===== src/rtl/lbuf_pkg.sv =====
package lbuf_pkg;

    // Sliding admission rule: the reserve is always granted; beyond it the
    // channel may grow only below a shifted share of the spare count.
    function automatic logic admit_rule(
        input int unsigned occ,
        input int unsigned spare,
        input int unsigned resv,
        input int unsigned shift
    );
        logic below_resv;
        logic below_slide;
        below_resv  = (occ < resv);
        below_slide = (occ < ((spare >> shift) + resv));
        return below_resv || below_slide;
    endfunction

    // Successor of a cell index in the reset-time spare chain.
    function automatic int unsigned chain_succ(input int unsigned idx);
        return idx + 1;
    endfunction

endpackage


===== src/rtl/lbuf_admit.sv =====
module lbuf_admit #(
    parameter int CNT_W      = 5,
    parameter int RESV       = 2,
    parameter int FRAC_SHIFT = 1
) (
    input  logic [CNT_W-1:0] occ,
    input  logic [CNT_W-1:0] spare,
    output logic             ok
);
    import lbuf_pkg::*;

    generate
        if (RESV == 0 && FRAC_SHIFT == 0) begin : g_plain
            // no reserve, full spare share: grow while below the spare count
            assign ok = (occ < spare);
        end else begin : g_slide
            assign ok = admit_rule(int'(occ), int'(spare), RESV, FRAC_SHIFT);
        end
    endgenerate

endmodule


===== src/rtl/lbuf_flitmem.sv =====
module lbuf_flitmem #(
    parameter int DEPTH = 16,
    parameter int WIDTH = 16,
    parameter int AW    = 4
) (
    input  logic             clk,
    input  logic             we,
    input  logic [AW-1:0]    waddr,
    input  logic [WIDTH-1:0] wdata,
    input  logic [AW-1:0]    raddr,
    output logic [WIDTH-1:0] rdata
);
    logic [WIDTH-1:0] cells [DEPTH];

    always_ff @(posedge clk) begin
        if (we) cells[waddr] <= wdata;
    end

    assign rdata = cells[raddr];

endmodule


===== src/rtl/lbuf_freelist.sv =====
module lbuf_freelist #(
    parameter int NUM_CELLS = 16,
    parameter int CELL_W    = 4,
    parameter int CNT_W     = 5
) (
    input  logic              clk,
    input  logic              rst,
    input  logic              pop,
    input  logic              push,
    input  logic [CELL_W-1:0] push_idx,
    input  logic [CELL_W:0]   head_succ,   // {null, idx} link held by the head cell
    output logic [CELL_W:0]   head,        // {null, idx}
    output logic [CNT_W-1:0]  count
);
    always_ff @(posedge clk) begin
        if (rst) begin
            head  <= '0;
            count <= CNT_W'(NUM_CELLS);
        end else begin
            if (push)     head <= {1'b0, push_idx};
            else if (pop) head <= head_succ;
            if (push && !pop)      count <= count + 1'b1;
            else if (pop && !push) count <= count - 1'b1;
        end
    end

endmodule


===== src/rtl/lbuf_top.sv =====
module lbuf_top #(
    parameter int NUM_VC     = 4,
    parameter int NUM_CELLS  = 16,
    parameter int FLIT_W     = 16,
    parameter int RESV       = 2,
    parameter int FRAC_SHIFT = 1,
    localparam int VC_W   = (NUM_VC > 1) ? $clog2(NUM_VC) : 1,
    localparam int CELL_W = (NUM_CELLS > 1) ? $clog2(NUM_CELLS) : 1,
    localparam int CNT_W  = $clog2(NUM_CELLS + 1)
) (
    input  logic                    clk,
    input  logic                    rst,
    input  logic                    wr_en,
    input  logic [VC_W-1:0]         wr_vc,
    input  logic [FLIT_W-1:0]       wr_flit,
    output logic                    wr_ok,
    input  logic                    rd_en,
    input  logic [VC_W-1:0]         rd_vc,
    output logic                    rd_valid,
    output logic [FLIT_W-1:0]       rd_flit,
    output logic [CNT_W-1:0]        free_count,
    output logic [NUM_VC*CNT_W-1:0] vc_occ
);
    import lbuf_pkg::*;

    typedef struct packed {
        logic              nul;
        logic [CELL_W-1:0] idx;
    } link_t;

    localparam link_t NULL_LINK = '{nul: 1'b1, idx: '0};

    // per-cell successor links, per-channel chain ends and occupancy
    link_t            succ_q [NUM_CELLS];
    link_t            head_q [NUM_VC];
    link_t            tail_q [NUM_VC];
    logic [CNT_W-1:0] occ_q  [NUM_VC];

    link_t            spare_head;
    logic [CNT_W-1:0] spare_cnt;

    logic              adm_ok, wr_fire, rd_fire, reuse, pop, push, link_old;
    logic [CELL_W-1:0] rcell, wcell;
    logic [CNT_W-1:0]  wr_occ, rd_occ;
    logic [NUM_VC-1:0] rd_hit, wr_hit;

    always_comb begin
        rd_occ   = occ_q[rd_vc];
        wr_occ   = occ_q[wr_vc];
        rcell    = head_q[rd_vc].idx;
        rd_fire  = rd_en && (rd_occ != '0);
        wr_fire  = wr_en && adm_ok && (!spare_head.nul || rd_fire);
        reuse    = wr_fire && rd_fire;
        wcell    = reuse ? rcell : spare_head.idx;
        pop      = wr_fire && !reuse;
        push     = rd_fire && !reuse;
        // append behind the old tail unless that tail is the cell being read out
        link_old = wr_fire && (wr_occ != '0)
                   && !(rd_fire && (rd_vc == wr_vc) && (wr_occ == CNT_W'(1)));
        for (int v = 0; v < NUM_VC; v++) begin
            rd_hit[v] = rd_fire && (rd_vc == VC_W'(v));
            wr_hit[v] = wr_fire && (wr_vc == VC_W'(v));
        end
    end

    lbuf_admit #(
        .CNT_W      (CNT_W),
        .RESV       (RESV),
        .FRAC_SHIFT (FRAC_SHIFT)
    ) u_admit (
        .occ   (wr_occ),
        .spare (spare_cnt),
        .ok    (adm_ok)
    );

    lbuf_freelist #(
        .NUM_CELLS (NUM_CELLS),
        .CELL_W    (CELL_W),
        .CNT_W     (CNT_W)
    ) u_spare (
        .clk       (clk),
        .rst       (rst),
        .pop       (pop),
        .push      (push),
        .push_idx  (rcell),
        .head_succ (succ_q[spare_head.idx]),
        .head      (spare_head),
        .count     (spare_cnt)
    );

    lbuf_flitmem #(
        .DEPTH (NUM_CELLS),
        .WIDTH (FLIT_W),
        .AW    (CELL_W)
    ) u_mem (
        .clk   (clk),
        .we    (wr_fire),
        .waddr (wcell),
        .wdata (wr_flit),
        .raddr (rcell),
        .rdata (rd_flit)
    );

    always_ff @(posedge clk) begin
        if (rst) begin
            for (int i = 0; i < NUM_CELLS; i++) begin
                succ_q[i].nul <= (i == NUM_CELLS - 1);
                succ_q[i].idx <= CELL_W'(chain_succ(i));
            end
            for (int v = 0; v < NUM_VC; v++) begin
                head_q[v] <= NULL_LINK;
                tail_q[v] <= NULL_LINK;
                occ_q[v]  <= '0;
            end
        end else begin
            if (push)     succ_q[rcell] <= spare_head;
            if (link_old) succ_q[tail_q[wr_vc].idx] <= '{nul: 1'b0, idx: wcell};
            if (wr_fire)  succ_q[wcell] <= NULL_LINK;
            for (int v = 0; v < NUM_VC; v++) begin
                if (rd_hit[v]) begin
                    if (occ_q[v] == CNT_W'(1))
                        head_q[v] <= wr_hit[v] ? '{nul: 1'b0, idx: wcell} : NULL_LINK;
                    else
                        head_q[v] <= succ_q[rcell];
                end else if (wr_hit[v] && occ_q[v] == '0) begin
                    head_q[v] <= '{nul: 1'b0, idx: wcell};
                end
                if (wr_hit[v])
                    tail_q[v] <= '{nul: 1'b0, idx: wcell};
                else if (rd_hit[v] && occ_q[v] == CNT_W'(1))
                    tail_q[v] <= NULL_LINK;
                occ_q[v] <= occ_q[v] + CNT_W'(wr_hit[v]) - CNT_W'(rd_hit[v]);
            end
        end
    end

    assign wr_ok      = wr_fire;
    assign rd_valid   = rd_fire;
    assign free_count = spare_cnt;

    generate
        for (genvar g = 0; g < NUM_VC; g++) begin : g_occ
            assign vc_occ[g*CNT_W +: CNT_W] = occ_q[g];
        end
    endgenerate

endmodule


===== config.mk =====
export PLATFORM = sky130hd
export DESIGN_NAME = lbuf_top
export DESIGN_NICKNAME = d
export VERILOG_FILES = /design/src/rtl/lbuf_pkg.sv /design/src/rtl/lbuf_admit.sv /design/src/rtl/lbuf_flitmem.sv /design/src/rtl/lbuf_freelist.sv /design/src/rtl/lbuf_top.sv
export SDC_FILE = /design/constraint.sdc
export NUM_CORES = 1
export LEC_CHECK = 0
export ABC_AREA = 1
export CAP_MARGIN = 20
export CORE_ASPECT_RATIO = 0.9
export CORE_UTILIZATION = 66
export CTS_BUF_LIST = sky130_fd_sc_hd__clkbuf_8 sky130_fd_sc_hd__clkbuf_16
export DETAILED_ROUTE_END_ITERATION = 10
export PLACE_DENSITY = 0.85
export SLEW_MARGIN = 25
export SYNTH_ARGS = -nofsm -noshare
export SYNTH_HDL_FRONTEND = slang
export SYNTH_SLANG_ARGS = --single-unit

===== constraint.sdc =====
create_clock -name clk -period 16.9 [get_ports clk]
set_input_delay 5.07 -clock clk [delete_from_list [all_inputs] [get_ports clk]]
set_output_delay 5.07 -clock clk [all_outputs]
set_load 0.01 [all_outputs]

==> metrics <==
CP Capture Type=primary output; CTS sink cnt=402; final worst path period need=about 15 ns; Worst slew margin=about 29%; final setup margin=2.23 ns; cell accounting for the most synthesized area=edfxtp_1; height of the die=~160 um; Syn Area/Cell=9.59 um^2; CTS Hold Bufs=0; sequential area share after synthesis=58.2%; drt initial violations=2,640; largest net degree at the start of global routing=slightly below 100; Port Buffer Count=66; clock slew at reported path FFs=0.06 ns; Max H-tree Level=2; pre-CTS WS=2.56 ns; Core Box Area=27,900 um^2; Worst setup SP type=primary input; post-synth top area share=46.0%; post-synth net total=2,025; die area=29,200 um^2; Max VDD drop=0.000116 V; drt pass-1 iters=7; FF+latch count, synth=402; number of global-route vias before repair=14,800; clock share of power=29.5%; GRT Overall Usage=36.3%; share of layout cells above drive strength 1=~8%; EDFF count, synth=~290; Post-synth ARST share=0%; status=completed; max-slew violations=0; Area Overhead vs Synth=12.6%; Post-Synthesis Cells=1,960; root buf cell=clkbuf_16; RePlAce Congestion=1.00; RSZ-0062 raised after global routing=false; max_cap viols=0; min-delay worst type=reg2reg; I/O pin total=67; Switch Pwr=1.11 mW; Seq pwr share=40.6%; routed length per instance=between 20 and 25 um; final-stage net count=between 2,000 and 2,500; final hold vios=0; Vias=15,800; Synth area leaders=edfxtp_1, dfxtp_1, nor2_1; final WL=53.5 mm; Post-CTS Resized=0; Max Clk Rate=about 70 MHz; combinational power share=between 20% and 30%; Pwr per Cell Area=146 nW/um^2; number of buffers created by CTS=40; Worst Skew=0.0218 ns; CTS tree=yes; setup bufs post-CTS=0; # DRC=0; synth warn=0; ys flop type=edfxtp_1; TNS Setup=0 ns; grt ovf=0; num rows=58; reg2reg start=occ_q[3][1]$_SDFF_PP0_; first-pass GRT wire length=81.4 mm; initial antenna violation count=2; Int Pwr=1.98 mW; initial core utilization=67.3%; leakage=7.78 nW; DPL Wire Length=31.9 mm; switch share=35.8%; CP startpoint=rd_vc[0]; count of cell types in the netlist=44; Slew @ Worst Pin=1.06 ns; crit-path max FO=a little under 60; die width=180 um; fin util=75.7%; WS Path Type=in2out; vias per inst=6.61; required time worst endpoint=11.83 ns; Clock Path Buffers=3; crit path DAT=9.60 ns; Tcrit/Tclk final=around 87%; Clock Latency Late Sink=0.56 ns; HP Start=succ_q[7][4]$_SDFFE_PP1P_; r2r setup slk=11.50 ns; setup violators final=0; Cell Area, Synth=18,800 um^2; Routed Antenna Nets=0
==> worst paths after layout <==
kind	cells after the start	endpoint
worst min-delay path	2	succ_q[7][4]$_SDFFE_PP1P_
worst min register to register	2	succ_q[7][4]$_SDFFE_PP1P_
worst max register to register	22	u_mem.cells[2][1]$_DFFE_PP_
worst max-delay path	12	rd_flit[7]
==> cell type report <==
type                       count  area, um^2
fill                        1801        6780
sequential                   402       10900
clock inverter                30         292
timing repair buffer          89         833
inverter                     152         574
multi-input combinational   1311        7000
clock buffer                  44        1070
antenna                        3        7.51
tap                          360         450
==> power by group through the flow <==
stage	registers (mW)	clock network, mW	logic [mW]
after floorplan	1.25	0	0.571
after global placement	1.26	0	0.845
after detailed placement	1.27	0	0.875
after CTS	1.25	0.910	0.893
after global routing	1.26	0.950	0.997
final	1.25	0.912	0.923
==> kinds of logic (layout without fill, tap and decap cells) <==
logic type               count (synthesis)  after routing  synth area share [%]
AO/OA/AOI/OAI                          466            466                  15.0
XOR/XNOR                                10             10                 0.466
adder cells (fa/ha/maj)                 41             41                  2.93
buffers and inverters                  247            315                  5.04
flip-flops                             402            402                  58.2
multiplexers                            32             32                  1.70
other                                    0              3                     0
AND/OR/NAND/NOR                        762            762                  16.7
==> flip-flops by register name, indices dropped and copies added (netlist names), named ones only <==
register,count
succ_q,80
head_q,16
occ_q,20
u_spare.head,5
u_mem.cells,256
tail_q,16
u_spare.count,5
==> Yosys cell counts, types with 10 or more instances <==
master	n
buf_1	11
buf_2	10
o221ai_1	51
a22oi_1	15
nand2_1	214
a21oi_1	67
ha_1	36
nor2_2	14
inv_2	16
o21ai_0	240
clkbuf_1	73
nor3_1	28
edfxtp_1	288
nand2_2	14
dfxtp_1	114
o32ai_1	16
nor2_1	380
inv_1	129
o22ai_1	38
nand3_1	98
mux2i_1	32
==> worst max-delay path, cell delays in order <==
cell	delay (ns)
clkdlybuf4s50_1	0.62
inv_2	0.10
nor2_2	0.20
a22oi_1	0.14
nand2_4	0.53
clkinv_2	0.80
buf_4	0.50
nor2_1	0.11
o21ai_0	0.12
o221ai_1	0.50
o21ai_0	0.29
clkdlybuf4s50_1	0.55
==> placed cells by master, fill, tap and decap left out, drive strengths merged, types with 2 or more instances in the layout <==
| cell type | instances |
|---|---|
| a22o | 5 |
| clkinvlp | 2 |
| fa | 5 |
| buf | 23 |
| nor2 | 394 |
| a211oi | 4 |
| nand2 | 230 |
| mux2i | 32 |
| clkdlybuf4s50 | 66 |
| o211ai | 9 |
| xor2 | 5 |
| nor4 | 4 |
| o32ai | 16 |
| edfxtp | 288 |
| o22ai | 38 |
| clkbuf | 44 |
| diode | 3 |
| nand3 | 99 |
| a31oi | 2 |
| xnor2 | 5 |
| clkinv | 22 |
| a221oi | 4 |
| bufinv | 4 |
| a22oi | 15 |
| ha | 36 |
| nand4 | 6 |
| dfxtp | 114 |
| a21oi | 68 |
| o21ai | 250 |
| o221ai | 51 |
| inv | 154 |
| nor3 | 28 |
==> layer usage <==
layer / up-vias / share of wire (%) / track usage (%)
li1: 6969 / - / -
met1: 7498 / 38 / 49.0
met2: 1121 / 46 / 57.0
met3: 209 / 13 / 8.07
met4: 0 / 3.7 / 15.2
met5: - / 0 / 0
==> through the flow <==
| stage | total power, mW | hold WS (ns) | area (um^2) | std cells |
|---|---|---|---|---|
| CTS | 3.05 | 0.459 | 21100 | 2388 |
| global placement | 2.11 | 0.441 | 19800 | 2314 |
| global route | 3.21 | 0.487 | 21200 | 2388 |
| floorplan | 1.82 | 0.427 | 18800 | 1960 |
| finish | 3.09 | 0.458 | 21200 | 2391 |
| detailed placement | 2.14 | 0.445 | 19800 | 2314 |
(Power assumes the default switching activity.)
